## src/rtl/samprate_pkg.sv

```systemverilog
package samprate_pkg;

    typedef logic [3:0] halves_t;

    // Strobe period expressed in half base periods for a rate-select code.
    function automatic halves_t rate_halves(input logic [3:0] code);
        case (code)
            4'd0:    rate_halves = 4'd1;
            4'd1:    rate_halves = 4'd2;
            4'd2:    rate_halves = 4'd3;
            4'd3:    rate_halves = 4'd4;
            4'd4:    rate_halves = 4'd6;
            4'd5:    rate_halves = 4'd8;
            4'd6:    rate_halves = 4'd12;
            default: rate_halves = 4'd2;
        endcase
    endfunction

endpackage

```

## src/rtl/cfg_watch.sv

```systemverilog
module cfg_watch #(
    parameter int CFG_W = 14
) (
    input  logic             clk,
    input  logic             rst_n,
    input  logic [CFG_W-1:0] cfg_now,
    input  logic             core_en,
    output logic             restart
);
    typedef struct packed {
        logic [CFG_W-1:0] cfg;
    } state_t;

    state_t st_d, st_q;

    always_comb begin
        st_d     = st_q;
        st_d.cfg = cfg_now;
        restart  = !core_en || (cfg_now != st_q.cfg);
    end

    always_ff @(posedge clk or negedge rst_n) begin
        if (!rst_n) st_q <= '0;
        else        st_q <= st_d;
    end

    // one cycle after a restart, the stored copy matches what was presented
    p_capture_r8: assert property (@(posedge clk) disable iff (!rst_n)
        (cfg_now != st_q.cfg) |=> (st_q.cfg == $past(cfg_now)));
endmodule

```

## src/rtl/half_prescaler.sv

```systemverilog
module half_prescaler #(
    parameter int RATIO_UNIT = 256,
    localparam int HW = $clog2(2 * RATIO_UNIT + 1)
) (
    input  logic       clk,
    input  logic       rst_n,
    input  logic       restart,
    input  logic       src_pll,
    input  logic [1:0] ratio_sel,
    output logic       half_tick
);
    typedef struct packed {
        logic [HW-1:0] cnt;
    } state_t;

    state_t        st_d, st_q;
    logic [1:0]    eff_sel;
    logic [HW-1:0] halves;
    logic          wrap;

    always_comb begin
        eff_sel   = src_pll ? 2'd3 : ratio_sel;
        halves    = HW'((int'(eff_sel) + 1) * (RATIO_UNIT / 2));
        wrap      = (st_q.cnt == halves - HW'(1));
        half_tick = wrap && !restart;
        st_d      = st_q;
        if (restart)   st_d.cnt = '0;
        else if (wrap) st_d.cnt = '0;
        else           st_d.cnt = st_q.cnt + HW'(1);
    end

    always_ff @(posedge clk or negedge rst_n) begin
        if (!rst_n) st_q <= '0;
        else        st_q <= st_d;
    end

    // counter never passes its current half-period limit
    p_pre_bound_r2: assert property (@(posedge clk) disable iff (!rst_n)
        !restart |-> (st_q.cnt < halves));
    // a restart leaves the counter at zero
    p_pre_restart_r8: assert property (@(posedge clk) disable iff (!rst_n)
        restart |=> (st_q.cnt == '0));
endmodule

```

## src/rtl/rate_tap.sv

```systemverilog
module rate_tap
    import samprate_pkg::*;
(
    input  logic       clk,
    input  logic       rst_n,
    input  logic       restart,
    input  logic       half_tick,
    input  logic [3:0] rate_sel,
    output logic       strobe
);
    typedef struct packed {
        halves_t cnt;
    } state_t;

    state_t  st_d, st_q;
    halves_t mult;
    logic    last;

    always_comb begin
        mult   = rate_halves(rate_sel);
        last   = (st_q.cnt == mult - 4'd1);
        strobe = half_tick && last;
        st_d   = st_q;
        if (restart)        st_d.cnt = '0;
        else if (half_tick) st_d.cnt = last ? '0 : st_q.cnt + 4'd1;
    end

    always_ff @(posedge clk or negedge rst_n) begin
        if (!rst_n) st_q <= '0;
        else        st_q <= st_d;
    end

    // a strobe is never followed directly by another
    p_single_r6: assert property (@(posedge clk) disable iff (!rst_n)
        strobe |=> !strobe);
    // the tap count stays below the selected multiple
    p_tap_bound_r4: assert property (@(posedge clk) disable iff (!rst_n)
        !restart |-> (st_q.cnt < mult));
endmodule

```

## src/rtl/samprate_strobe_gen.sv

```systemverilog
module samprate_strobe_gen #(
    parameter int RATIO_UNIT = 256
) (
    input  logic       clk_core,
    input  logic       rst_n,
    input  logic       cfg_src_pll,
    input  logic [1:0] cfg_ratio_sel,
    input  logic       cfg_core_en,
    input  logic [2:0] conv_rate_sel,
    input  logic [2:0] sport_rate_sel,
    input  logic [3:0] dsp_rate_sel,
    output logic       conv_stb,
    output logic       sport_stb,
    output logic       dsp_stb
);
    localparam int NCONS = 3;
    localparam int CFG_W = 1 + 2 + 1 + 3 + 3 + 4;

    logic             restart;
    logic             half_tick;
    logic [CFG_W-1:0] cfg_now;
    logic [3:0]       sel_ext [NCONS];
    logic [NCONS-1:0] stb_vec;

    initial begin
        assert (RATIO_UNIT >= 4 && RATIO_UNIT % 2 == 0)
            else $error("RATIO_UNIT must be even and at least 4");
    end

    always_comb begin
        cfg_now    = {cfg_src_pll, cfg_ratio_sel, cfg_core_en,
                      conv_rate_sel, sport_rate_sel, dsp_rate_sel};
        sel_ext[0] = {1'b0, conv_rate_sel};
        sel_ext[1] = {1'b0, sport_rate_sel};
        sel_ext[2] = dsp_rate_sel;
    end

    cfg_watch #(.CFG_W(CFG_W)) u_watch (
        .clk     (clk_core),
        .rst_n   (rst_n),
        .cfg_now (cfg_now),
        .core_en (cfg_core_en),
        .restart (restart)
    );

    half_prescaler #(.RATIO_UNIT(RATIO_UNIT)) u_pre (
        .clk       (clk_core),
        .rst_n     (rst_n),
        .restart   (restart),
        .src_pll   (cfg_src_pll),
        .ratio_sel (cfg_ratio_sel),
        .half_tick (half_tick)
    );

    for (genvar g = 0; g < NCONS; g++) begin : g_tap
        rate_tap u_tap (
            .clk       (clk_core),
            .rst_n     (rst_n),
            .restart   (restart),
            .half_tick (half_tick),
            .rate_sel  (sel_ext[g]),
            .strobe    (stb_vec[g])
        );
    end

    assign conv_stb  = stb_vec[0];
    assign sport_stb = stb_vec[1];
    assign dsp_stb   = stb_vec[2];

    // disabled core means silent outputs
    p_quiet_off_r7: assert property (@(posedge clk_core) disable iff (!rst_n)
        !cfg_core_en |-> (stb_vec == '0));
    // no strobe in the cycle a new configuration is presented
    p_no_mixed_r8: assert property (@(posedge clk_core) disable iff (!rst_n)
        !$stable(cfg_now) |-> (stb_vec == '0));
    // outputs low while held in reset
    always_comb begin
        if (!rst_n) p_reset_quiet_r1: assert (stb_vec == '0);
    end
endmodule

```

## config.mk

```make
export PLATFORM = sky130hd
export DESIGN_NAME = samprate_strobe_gen
export DESIGN_NICKNAME = d
export VERILOG_FILES = /design/src/rtl/samprate_pkg.sv /design/src/rtl/cfg_watch.sv /design/src/rtl/half_prescaler.sv /design/src/rtl/rate_tap.sv /design/src/rtl/samprate_strobe_gen.sv
export SDC_FILE = /design/constraint.sdc
export NUM_CORES = 1
export LEC_CHECK = 0
export CAP_MARGIN = 25
export CORE_UTILIZATION = 61
export DETAILED_ROUTE_END_ITERATION = 12
export GPL_ROUTABILITY_DRIVEN = 0
export PLACE_DENSITY = 0.83
export SLEW_MARGIN = 25
export SYNTH_ARGS = -nofsm -noshare
export SYNTH_HDL_FRONTEND = slang
export SYNTH_SLANG_ARGS = --single-unit
```

## constraint.sdc

```tcl
create_clock -name clk_core -period 3 [get_ports clk_core]
set_input_delay 0.45 -clock clk_core [delete_from_list [all_inputs] [get_ports clk_core]]
set_output_delay 0.45 -clock clk_core [all_outputs]
set_load 0.005 [all_outputs]
```

### Yosys cells after proc, flatten, opt, wreduce, memory -nomap -nowiden

Index checks and enable logic that the tools add are counted.

| storage, ports and cells | value |
|---|---|
| register bits | 36 |
| input port bits | 16 |
| output and inout port bits | 3 |
| word-level logic and storage cells | 60 |

| cells by class | value |
|---|---|
| add/subtract/negate cells | 9 |
| equality and inequality tests | 20 |
| mux-type cells | 15 |
| reductions and logical operators | 11 |

Operator list:

| kind | number |
|---|---|
| 4-bit case mux with 6 select lines | 3 |
| 4-bit two-way mux | 9 |
| 10-bit two-way mux | 2 |
| 3-bit == test, second input constant | 6 |
| 14-bit != test | 1 |
| 4-bit by 1-bit adder with 4-bit output, second input constant | 3 |
| 3-bit by 2-bit == test with 1-bit output, second input constant | 4 |
| 4-bit by 3-bit == test with 1-bit output, second input constant | 3 |
| 4-bit == test | 3 |
| 4-bit logical NOT | 3 |
| 4-bit by 1-bit subtractor with 4-bit output, second input constant | 3 |
| 10-bit by 1-bit adder with 10-bit output, second input constant | 1 |
| 10-bit == test | 1 |
| 10-bit by 1-bit subtractor with 10-bit output, second input constant | 1 |
| 4-bit by 2-bit == test with 1-bit output, second input constant | 2 |
| 1-bit logical AND | 4 |
| 2-bit by 1-bit adder with 3-bit output, second input constant | 1 |
| 1-bit logical NOT | 2 |
| 2-bit two-way mux | 1 |
| 2-bit nonzero test | 1 |
| 1-bit logical OR | 1 |

### Depth between registers and ports, before layout

Gate-level depths: netlist of run 1.

| depth | value |
|---|---|
| word-level depth | 7 |
| gate-level depth with buffers | 10 |
| depth with buffers taken out | 9 |

### By module

A second synthesis of run 1 with hierarchy kept.

| second synthesis, totals | value |
|---|---|
| cells, all modules | 196 |
| area, all modules | 2083.2 sq um |

Modules (own cells, without submodules):

| module | instances | cells an instance | area each (sq um) | sequential area each (sq um) |
|---|---|---|---|---|
| rate_tap | 3 | 37 | 351.6 | 100.1 |
| half_prescaler | 1 | 51 | 520.5 | 250.2 |
| cfg_watch | 1 | 33 | 504.2 | 350.3 |
| samprate_strobe_gen | 1 | 1 | 3.8 | 0.0 |

### Worst setup path before layout of run 1

No wires, ideal clock.

| timing path | value |
|---|---|
| kind | input to output |
| start | input port dsp_rate_sel[3] |
| end | output port sport_stb |
| data arrival time | 1.904 ns |
| data required time | 2.550 ns |
| path slack | 0.646 ns |
| stages | 7 |
| path buffers | 2 |
| path through | clkbuf_1 xnor2_1 nand4_1 or4_1 buf_4 nand2b_4 nor3_1 |

| on the way | value |
|---|---|
| word-level cells in the longest chain between the ends | 5 |

Ends and longest elaborated chain:

| item | line | text |
|---|---|---|
| start: declaration | samprate_strobe_gen.sv:11 | `input logic [3:0] dsp_rate_sel,` |
| 14-bit != test | cfg_watch.sv:19 | `restart = !core_en \|\| (cfg_now != st_q.cfg);` |
| 1-bit logical OR | cfg_watch.sv:19 |  |
| 1-bit logical NOT | half_prescaler.sv:25 | `half_tick = wrap && !restart;` |
| 1-bit logical AND | half_prescaler.sv:25 |  |
| 1-bit logical AND | rate_tap.sv:22 | `strobe = half_tick && last;` |
| end: declaration | samprate_strobe_gen.sv:13 | `output logic sport_stb,` |

No other way between the ends.

### Worst setup path in the final report of run 1

| timing path | value |
|---|---|
| start | input port sport_rate_sel[0] |
| end | output port sport_stb |

| on the way | value |
|---|---|
| word-level cells in the longest chain between the ends | 5 |
| elaborated cells between the ends (all ways) | 14 |
| those cells by class | 1 x add/sub; 7 x eq/ne; 1 x mux; 5 x reduce/logical |

Ends and longest elaborated chain:

| item | line | text |
|---|---|---|
| start: declaration | samprate_strobe_gen.sv:10 | `input logic [2:0] sport_rate_sel,` |
| 3-bit == test (tied with other cells) | samprate_pkg.sv:7 | `case (code)` |
| 4-bit case mux with 6 select lines or 1-bit logical OR (tied branches) | samprate_pkg.sv:7, cfg_watch.sv:19 |  |
| 4-bit by 1-bit subtractor with 4-bit output or 1-bit logical NOT (tied branches) | rate_tap.sv:21, half_prescaler.sv:25 |  |
| 4-bit == test or 1-bit logical AND (tied branches) | rate_tap.sv:21, half_prescaler.sv:25 |  |
| 1-bit logical AND (*) | rate_tap.sv:22 |  |

Mark *: on every way between the ends. The rest lies on a longest branch, timed or not.

==> results.txt, run 1 <==
The clock period could shrink to 2830 ps. The class of the most critical setup path is in2out. The global routing usage on met1 came out at 36.1%.

The CTS H-tree depth came out at 2. The normalized max-slew margin is 64.0%. The switching power as a share of total power is 26.3%.

The combinational cell fraction of total power is 13.6%. The die boundary width is 60.0 um. The number of clock buffers added by TritonCTS is 5. sky130_fd_sc_hd__dfrtp_1 takes more of the synthesized area than any other cell. The met3 track demand over resource in global routing is 7.36%.

The net total in the final layout came out at 262. The DRC violation total after the first TritonRoute iteration is 99. By area the synthesized netlist is led by sky130_fd_sc_hd__dfrtp_1 44%, sky130_fd_sc_hd__xnor2_1 9.4%, sky130_fd_sc_hd__xor2_1 3.4%. The switching power summed over all nets is 0.239 mW. The placed wire-length estimate after detailed placement is 3280 um. After detailed routing, the total wire length is 4530 um. The cell internal power dissipation is 0.669 mW. The share of synthesized area occupied by flip-flops and latches is 43.9%. The clock arrives with 8.23 ps of skew. The data arrival at the endpoint of the critical path came out at 2380 ps.

The via count of the first global-routing pass is 1674. Timing analysis after detailed placement gives a worst setup slack of -242 ps. TritonCTS built the clock tree. The standard cell core area is 3130 um2.

The routed length per placed instance came out at 15.8 um. The area of the die came out at 3600 um2. The number of buffers inserted by port buffering came out at 18. After layout, the worst setup slack is 172 ps.

The number of pins with negative max-slew slack in the final report came to 0. The sequential share of power is 55.1%. The fraction of synthesized cell area taken by the top area cell type is 43.9%. The worst setup path is launched from a primary input.

The final worst-path cycle share came out at 94.3%. The floorplan die height came out at 60.0 um. The number of fillers in the final layout came out at 212. The synthesized netlist cell count came out at 204. The met2 routing resource usage after global routing came out at 45.9%. The initial antenna violation count is 0.

In this run the static leakage power is 1.01 nW. The longest clock path from root to sink contains 2 buffers. Entering global routing, the biggest net connects 37 pins.

In this run the power density over the cells is 367 nW/um2. The routed layout has 1681 vias. The maximum clock rate came out at 354 MHz. 19 I/O pins were placed. The data required time of the worst path is 2550 ps. For this run the aggregate overflow at the end of global routing stands at 0. The count of non-filler cells in the finished layout came out at 286. Among all stages on the critical path, the largest delay is contributed by sky130_fd_sc_hd__or4_4. The mean instance size in the synthesized netlist is 10.1 um2.

The number of flip-flops and latches in the synthesized netlist is 36. The power share of the clock group came out at 31.3%. The tool flagged a number of max-cap violations equal to 0. Clock-pin slew was measured on the worst setup and hold paths at 110 ps. The overall power came out at 0.908 mW. Walking the worst path, the cells encountered are clkdlybuf4s50_1 > xnor2_2 > nand4_1 > or4_4 > nand2b_4 > nor3_1 > dlygate4sd2_1. For this design, the sink count on the clock tree is 36. The count of unresolved DRC violations after routing is 0.

The count of final hold-check violations is 0. For this run, the total global-route usage over all layers was measured as 29.1%. The clock latency at the later pin of the worst-skew pair is 360 ps. Together, buffers and inverters on the worst path number 2. Across the VDD grid, the largest voltage drop is 0.335 mV. The run finished with clean final reports. On the worst path, the slowest cell contributes a delay of 560 ps.

Summed over all failing endpoints, the final setup total negative slack is 0 ps. During synthesis, Yosys emitted a total of 0 warnings. The number of antenna diodes in the final layout is 0. The final antenna-violating net count is 0.

For this configuration, the core starts out at a cell density of 65.6%. The share of post-route cells with drive strength above 1 is 16.9%. Including well taps, the total number of placed cells is 278. The relative area change from synthesis to final layout is 20.6%. The net count of the mapped netlist came out at 225. The number of distinct library cells after synthesis came out at 41. In this run the worst hold path is classified as in2reg. The root buffer selected by CTS is sky130_fd_sc_hd__clkbuf_4.

The worst setup path is captured at a primary output. The synthesized netlist occupies a cell area of 2050 um2. The mean number of vias per cell is 5.88. At the pin with the least slew margin, the transition time is 536 ps. The first detailed-routing pass took 4 iterations. The maximum fanout count along the critical path is 3. Among cell families on the critical path, the largest total delay comes from simple AND/OR/NAND/NOR gates. met2 is the most crowded layer. The wire length of the first global-routing pass is 7330 um. Row generation in the floorplan step produced 20 rows. The total of endpoints with negative setup slack in the final report is 0.

Setup repair after global routing left no endpoint under its margin.
## final timing paths
| check | slack [ps] | cells past startpoint | from | end |
|---|---|---|---|---|
| max reg2reg | 1000 | 6 | u_pre.st_q[8] | g_tap[1].u_tap.st_q[3] |
| max | 170 | 7 | sport_rate_sel[0] | sport_stb |
| max in group asynchronous | 2170 | 2 | rst_n | u_pre.st_q[4] |
| min in group asynchronous | 510 | 2 | rst_n | g_tap[2].u_tap.st_q[1] |
| min | 440 | 1 | cfg_src_pll | u_watch.st_q[13] |
| min reg2reg | 530 | 1 | u_pre.st_q[0] | u_pre.st_q[0] |
## worst reg2reg max path, cell delays in order, from the launching register on
cell                       delay [ps]
sky130_fd_sc_hd__dfrtp_1          460
sky130_fd_sc_hd__xor2_1           170
sky130_fd_sc_hd__or4_4            460
sky130_fd_sc_hd__a211oi_4         290
sky130_fd_sc_hd__buf_4            240
sky130_fd_sc_hd__o211ai_1         100
sky130_fd_sc_hd__a31oi_1          210
## power groups by stage
stage	clock network (mW)	logic, mW	registers (mW)
final	0.284	0.124	0.500
after global placement	0	0.115	0.508
after detailed placement	0	0.121	0.509
after CTS	0.287	0.123	0.500
after global routing	0.305	0.134	0.501
after floorplan	0	0.0534	0.508
## logic make-up (layout without fill, tap and decap cells)
| kind of cell | Yosys count | in the layout | share of synthesized area, % |
|---|---|---|---|
| adder cells (fa/ha/maj) | 5 | 5 | 3.05 |
| flip-flops | 36 | 36 | 43.9 |
| buffers and inverters | 12 | 50 | 3.42 |
| AND/OR/NAND/NOR | 82 | 82 | 23.7 |
| XOR/XNOR | 30 | 30 | 12.8 |
| AO/OA/AOI/OAI | 39 | 39 | 13.1 |
## cells in the mapped netlist (all sizes together)
cell	n
a211oi	1
buf	6
nor4bb	2
nor2b	2
nor3	3
nand3	11
or4b	1
a211o	1
nor2	18
xor2	8
nand3b	2
o2111ai	2
xnor2	22
a31oi	8
or4	5
a21oi	11
nand2b	4
nor4b	2
or3	1
ha	5
nand4	4
nand2	16
nand4b	6
dfrtp	36
nor3b	1
o211ai	8
and4	1
and3	2
clkbuf	1
o21ai	6
inv	5
and2	1
o31ai	2
## routing by layer
layer | up-vias | wire length (um)
met5 | - | 0
met1 | 820 | 1910
met2 | 49 | 2330
li1 | 805 | -
met4 | 0 | 84
met3 | 7 | 208
## layout make-up
class / count / area, um2 / share of cell area [%]
clock buffers: 6 / 51.3 / 2.07
clock inverters: 2 / 10.0 / 0.405
inverters: 5 / 18.8 / 0.759
repair buffers: 37 / 318 / 12.9
multi-input cells: 156 / 1120 / 45.2
flip-flops and latches: 36 / 901 / 36.4
well taps: 44 / 55.1 / 2.23
## registers in the layout (all words and copies together) (netlist names)
signal	flops
u_watch.st_q	14
g_tap.u_tap.st_q	12
u_pre.st_q	10
## stage by stage
step,hold slack (ps),utilization (%),area [um2]
2_1_floorplan,154,-,2050
3_3_place_gp,500,76.0,2380
3_5_place_dp,508,76.0,2380
4_1_cts,430,78.7,2460
5_1_grt,437,79.0,2470
6_report,442,79.0,2470
## repair_timing
action,4_1_cts,5_1_grt
endpoints found under the setup margin,3,1
pin swaps,0,2
setup buffers,0,0
resized for setup,13,3
hold buffers,0,0
## cell usage in the layout (no fill, tap or decap), drive strengths merged, types with 8 or more instances in the layout
cell           count
a21oi             11
a31oi              8
buf               19
clkdlybuf4s50      8
dfrtp             36
dlygate4sd2        8
nand2             16
nand3             11
nor2              18
o211ai             8
xnor2             22
xor2               8
Power figures use the tool's default switching activity.
==> inputs of run 2 (changes only) <==
- GPL_TIMING_DRIVEN: default -> 1
==> results of run 2 <==
Same layout as run 1: the final DEF is identical, and so are final timing and power.
==> inputs of run 3 (changes only) <==
- REMOVE_ABC_BUFFERS: default -> 1
==> run 3 against run 2 <==
Sequential cell count unchanged. Clock power decreased by 15%. Via count increased by 0.42%. Global-route usage decreased by 1.3 points. Critical path type unchanged. Largest power group unchanged. Highest routed layer unchanged.
==> results.txt, run 3 (synthesis gave the netlist of run 1 again) <==
The number of buffers created by CTS came out at 5 (unchanged). The area of the die came out at 3600 um2 (unchanged). The final antenna-violating net count came out at 0 (unchanged).

The placed wire-length estimate after detailed placement came to 3230 um (-1.4%). The final critical-path required period is 2860 ps (+35.8 ps). The wire length of the first global-routing pass was 7130 um (-2.6%).

The count of final hold-check violations came out at 0 (unchanged). STA classifies the critical path endpoint as a primary output. The total inserted antenna cells came out at 0 (unchanged).

The mean number of vias per cell is 5.94 (+1.1%). The number of sinks handled by clock tree synthesis is 36 (unchanged). The data required time of the worst path came out at 2550 ps (about the same). The die boundary width is 60.0 um (unchanged). The number of pins with negative max-slew slack in the final report came out at 0 (unchanged).

The global-route usage over all layers was 27.7% (-1.3 points). In the final layout, the registers with the most flip-flops are u_watch.st_q x14, g_tap.u_tap.st_q x12, u_pre.st_q x10. The total power divided by cell area was 356 nW/um2 (-3.1%). The number of detailed-route iterations in the first pass came out at 4 (unchanged). The net total in the final layout came out at 261 (-0.38%).

The clock transition at the register clock pins on the worst setup and hold paths after CTS is 110 ps (about the same). The normalized max-slew margin came to 69.7% (+5.8 points). The number of buffers inserted by port buffering is 18 (unchanged). The beginning of the worst register-to-register path is u_pre.st_q[8]. The count of unresolved DRC violations after routing is 0 (unchanged). The maximum clock rate came out at 349 MHz (-1.3%). The overall power was 0.859 mW (-5.4%). The CTS H-tree depth came out at 2 (unchanged). The number of buffers added to fix hold violations after cts came out at 0 (unchanged). The post-place setup slack came out at -240 ps (+2.48 ps). The site row count came out at 20 (unchanged). In this run the worst hold path is classified as in2reg.

The maximum number of pins on one net before global-route repair came out at 37 (unchanged). The launch point of the worst path is conv_rate_sel[2]. The max-cap check violation count came out at 0 (unchanged).

The initial antenna violation count is 0 (unchanged). The worst hold path begins at cfg_src_pll. The DRC violation total after the first TritonRoute iteration came to 122 (+23%). The leakage power came out at 0.964 nW (-4.6%).

The actual slew at the worst max-slew pin came out at 454 ps (-82.5 ps). The library cells used most frequently in the layout, excluding fill and tap cells, are 36 x sky130_fd_sc_hd__dfrtp_1, 22 x sky130_fd_sc_hd__xnor2_1, 18 x sky130_fd_sc_hd__nor2_1, 18 x sky130_fd_sc_hd__buf_4, 16 x sky130_fd_sc_hd__nand2_1. The total of endpoints with negative setup slack in the final report came to 0 (unchanged). The routed length per placed instance is 15.5 um (-1.9%). The final worst-path cycle share is 95.5% (+1.2 points). The clock latency at the later pin of the worst-skew pair is 340 ps (-20 ps). The flow ran to the end, and the final reports show no timing, DRC or antenna violations.

The detailed-route via count is 1688 (+0.42%). The aggregate global routing overflow was 0 (unchanged). The root buffer cell chosen for the clock tree is sky130_fd_sc_hd__clkbuf_4.

The share of post-route cells with drive strength above 1 is 13.8% (-3.2 points). The floorplan die height came out at 60.0 um (unchanged). The flip-flop count of the largest register, all copies and words added came out at 14 (unchanged). The register with the most flip-flops in the final layout is u_watch.st_q. The worst setup path is launched from a primary input.

TritonCTS built the clock tree. The via count of the first global-routing pass came out at 1576 (-5.9%). The standard cell core area is 3130 um2 (unchanged). Setup repair after global routing left no endpoint under its margin.

The cell count after placement came to 277 (-0.36%). The relative area change from synthesis to final layout is 17.7%. The data arrival at the endpoint of the critical path came to 2410 ps (+30 ps). The final critical-path setup slack is 136 ps (-35.8 ps). The class of the most critical setup path is in2out. The maximum clock skew at final layout was 11.0 ps (+2.76 ps).

The wire length reported by the detailed router is 4410 um (-2.6%). The total negative setup slack is 0 ps (unchanged). The worst supply voltage drop on vdd came out at 0.332 mV (-0.93%). The count of pins on the block boundary is 19 (unchanged). Leaving out fill and tap cells, the most frequent cell in the layout is sky130_fd_sc_hd__dfrtp_1. The maximum fanout count along the critical path came out at 3 (unchanged). The count of non-filler cells in the finished layout was 284 (-0.70%). The initial core utilization is 65.6% (unchanged).

The maximum number of buffers from clock root to sink is 2 (unchanged).
[run 3: cell count changes in the layout (fill, tap and decap cells not counted), sizes merged]
cell / before / now
clkdlybuf4s50: 8 / 10
buf: 19 / 18
clkinv: 2 / 1
dlygate4sd2: 8 / 7
dlymetal6s2s: 2 / 1
[run 3: worst max-delay path: stages]
cell,delay [ps]
sky130_fd_sc_hd__clkdlybuf4s50_1,460
sky130_fd_sc_hd__xnor2_1,230
sky130_fd_sc_hd__nand4_1,130
sky130_fd_sc_hd__or4_4,540
sky130_fd_sc_hd__nand2b_4,180
sky130_fd_sc_hd__nor3_1,180
sky130_fd_sc_hd__dlygate4sd2_1,250
[run 3: power breakdown]
group / total (mW) / internal [mW] / switching [mW]
Clock: 0.240 / 0.0863 / 0.154
Sequential: 0.499 / 0.494 / 0.00428
Combinational: 0.120 / 0.0599 / 0.0600
[run 3: path summary, 6_finish.rpt]
check                                         end  slack [ps]  depth (start not counted)
setup / recovery                        sport_stb         140                          7
setup reg to reg           g_tap[0].u_tap.st_q[2]        1000                          6
max in group asynchronous  g_tap[1].u_tap.st_q[1]        2160                          2
min in group asynchronous        u_watch.st_q[13]         510                          2
hold / removal                   u_watch.st_q[13]         460                          1
hold reg to reg                     u_pre.st_q[0]         520                          1
[run 3: final cells by class]
type                    count  area [um2]
clock buffers               6        41.3
repair buffers             36         309
flip-flops and latches     36         901
multi-input cells         156        1080
inverters                   5        18.8
clock inverters             1        5.00
well taps                  44        55.1
fillers                   240         714
[run 3: timing repair]
action | in CTS | in global routing
setup endpoints to repair | 3 | 1
pin swaps | 1 | 2
setup buffers | 0 | 0
hold endpoints to repair | 0 | 0
resized for setup | 8 | 1
[run 3: through the flow]
stage	utilization, %	hold slack (ps)	cell area [um2]
6_report	77.2	460	2410
5_1_grt	77.2	444	2410
3_5_place_dp	75.8	506	2370
2_1_floorplan	-	154	2000
4_1_cts	77.1	453	2410
3_3_place_gp	75.8	493	2370
[run 3: routing by layer]
| layer | track usage, % | wire length (um) | up-vias |
|---|---|---|---|
| li1 | - | - | 810 |
| met1 | 35.0 | 1910 | 828 |
| met2 | 45.2 | 2220 | 42 |
| met3 | 7.14 | 194 | 8 |
| met4 | 11.3 | 88 | 0 |
| met5 | 0 | 0 | - |
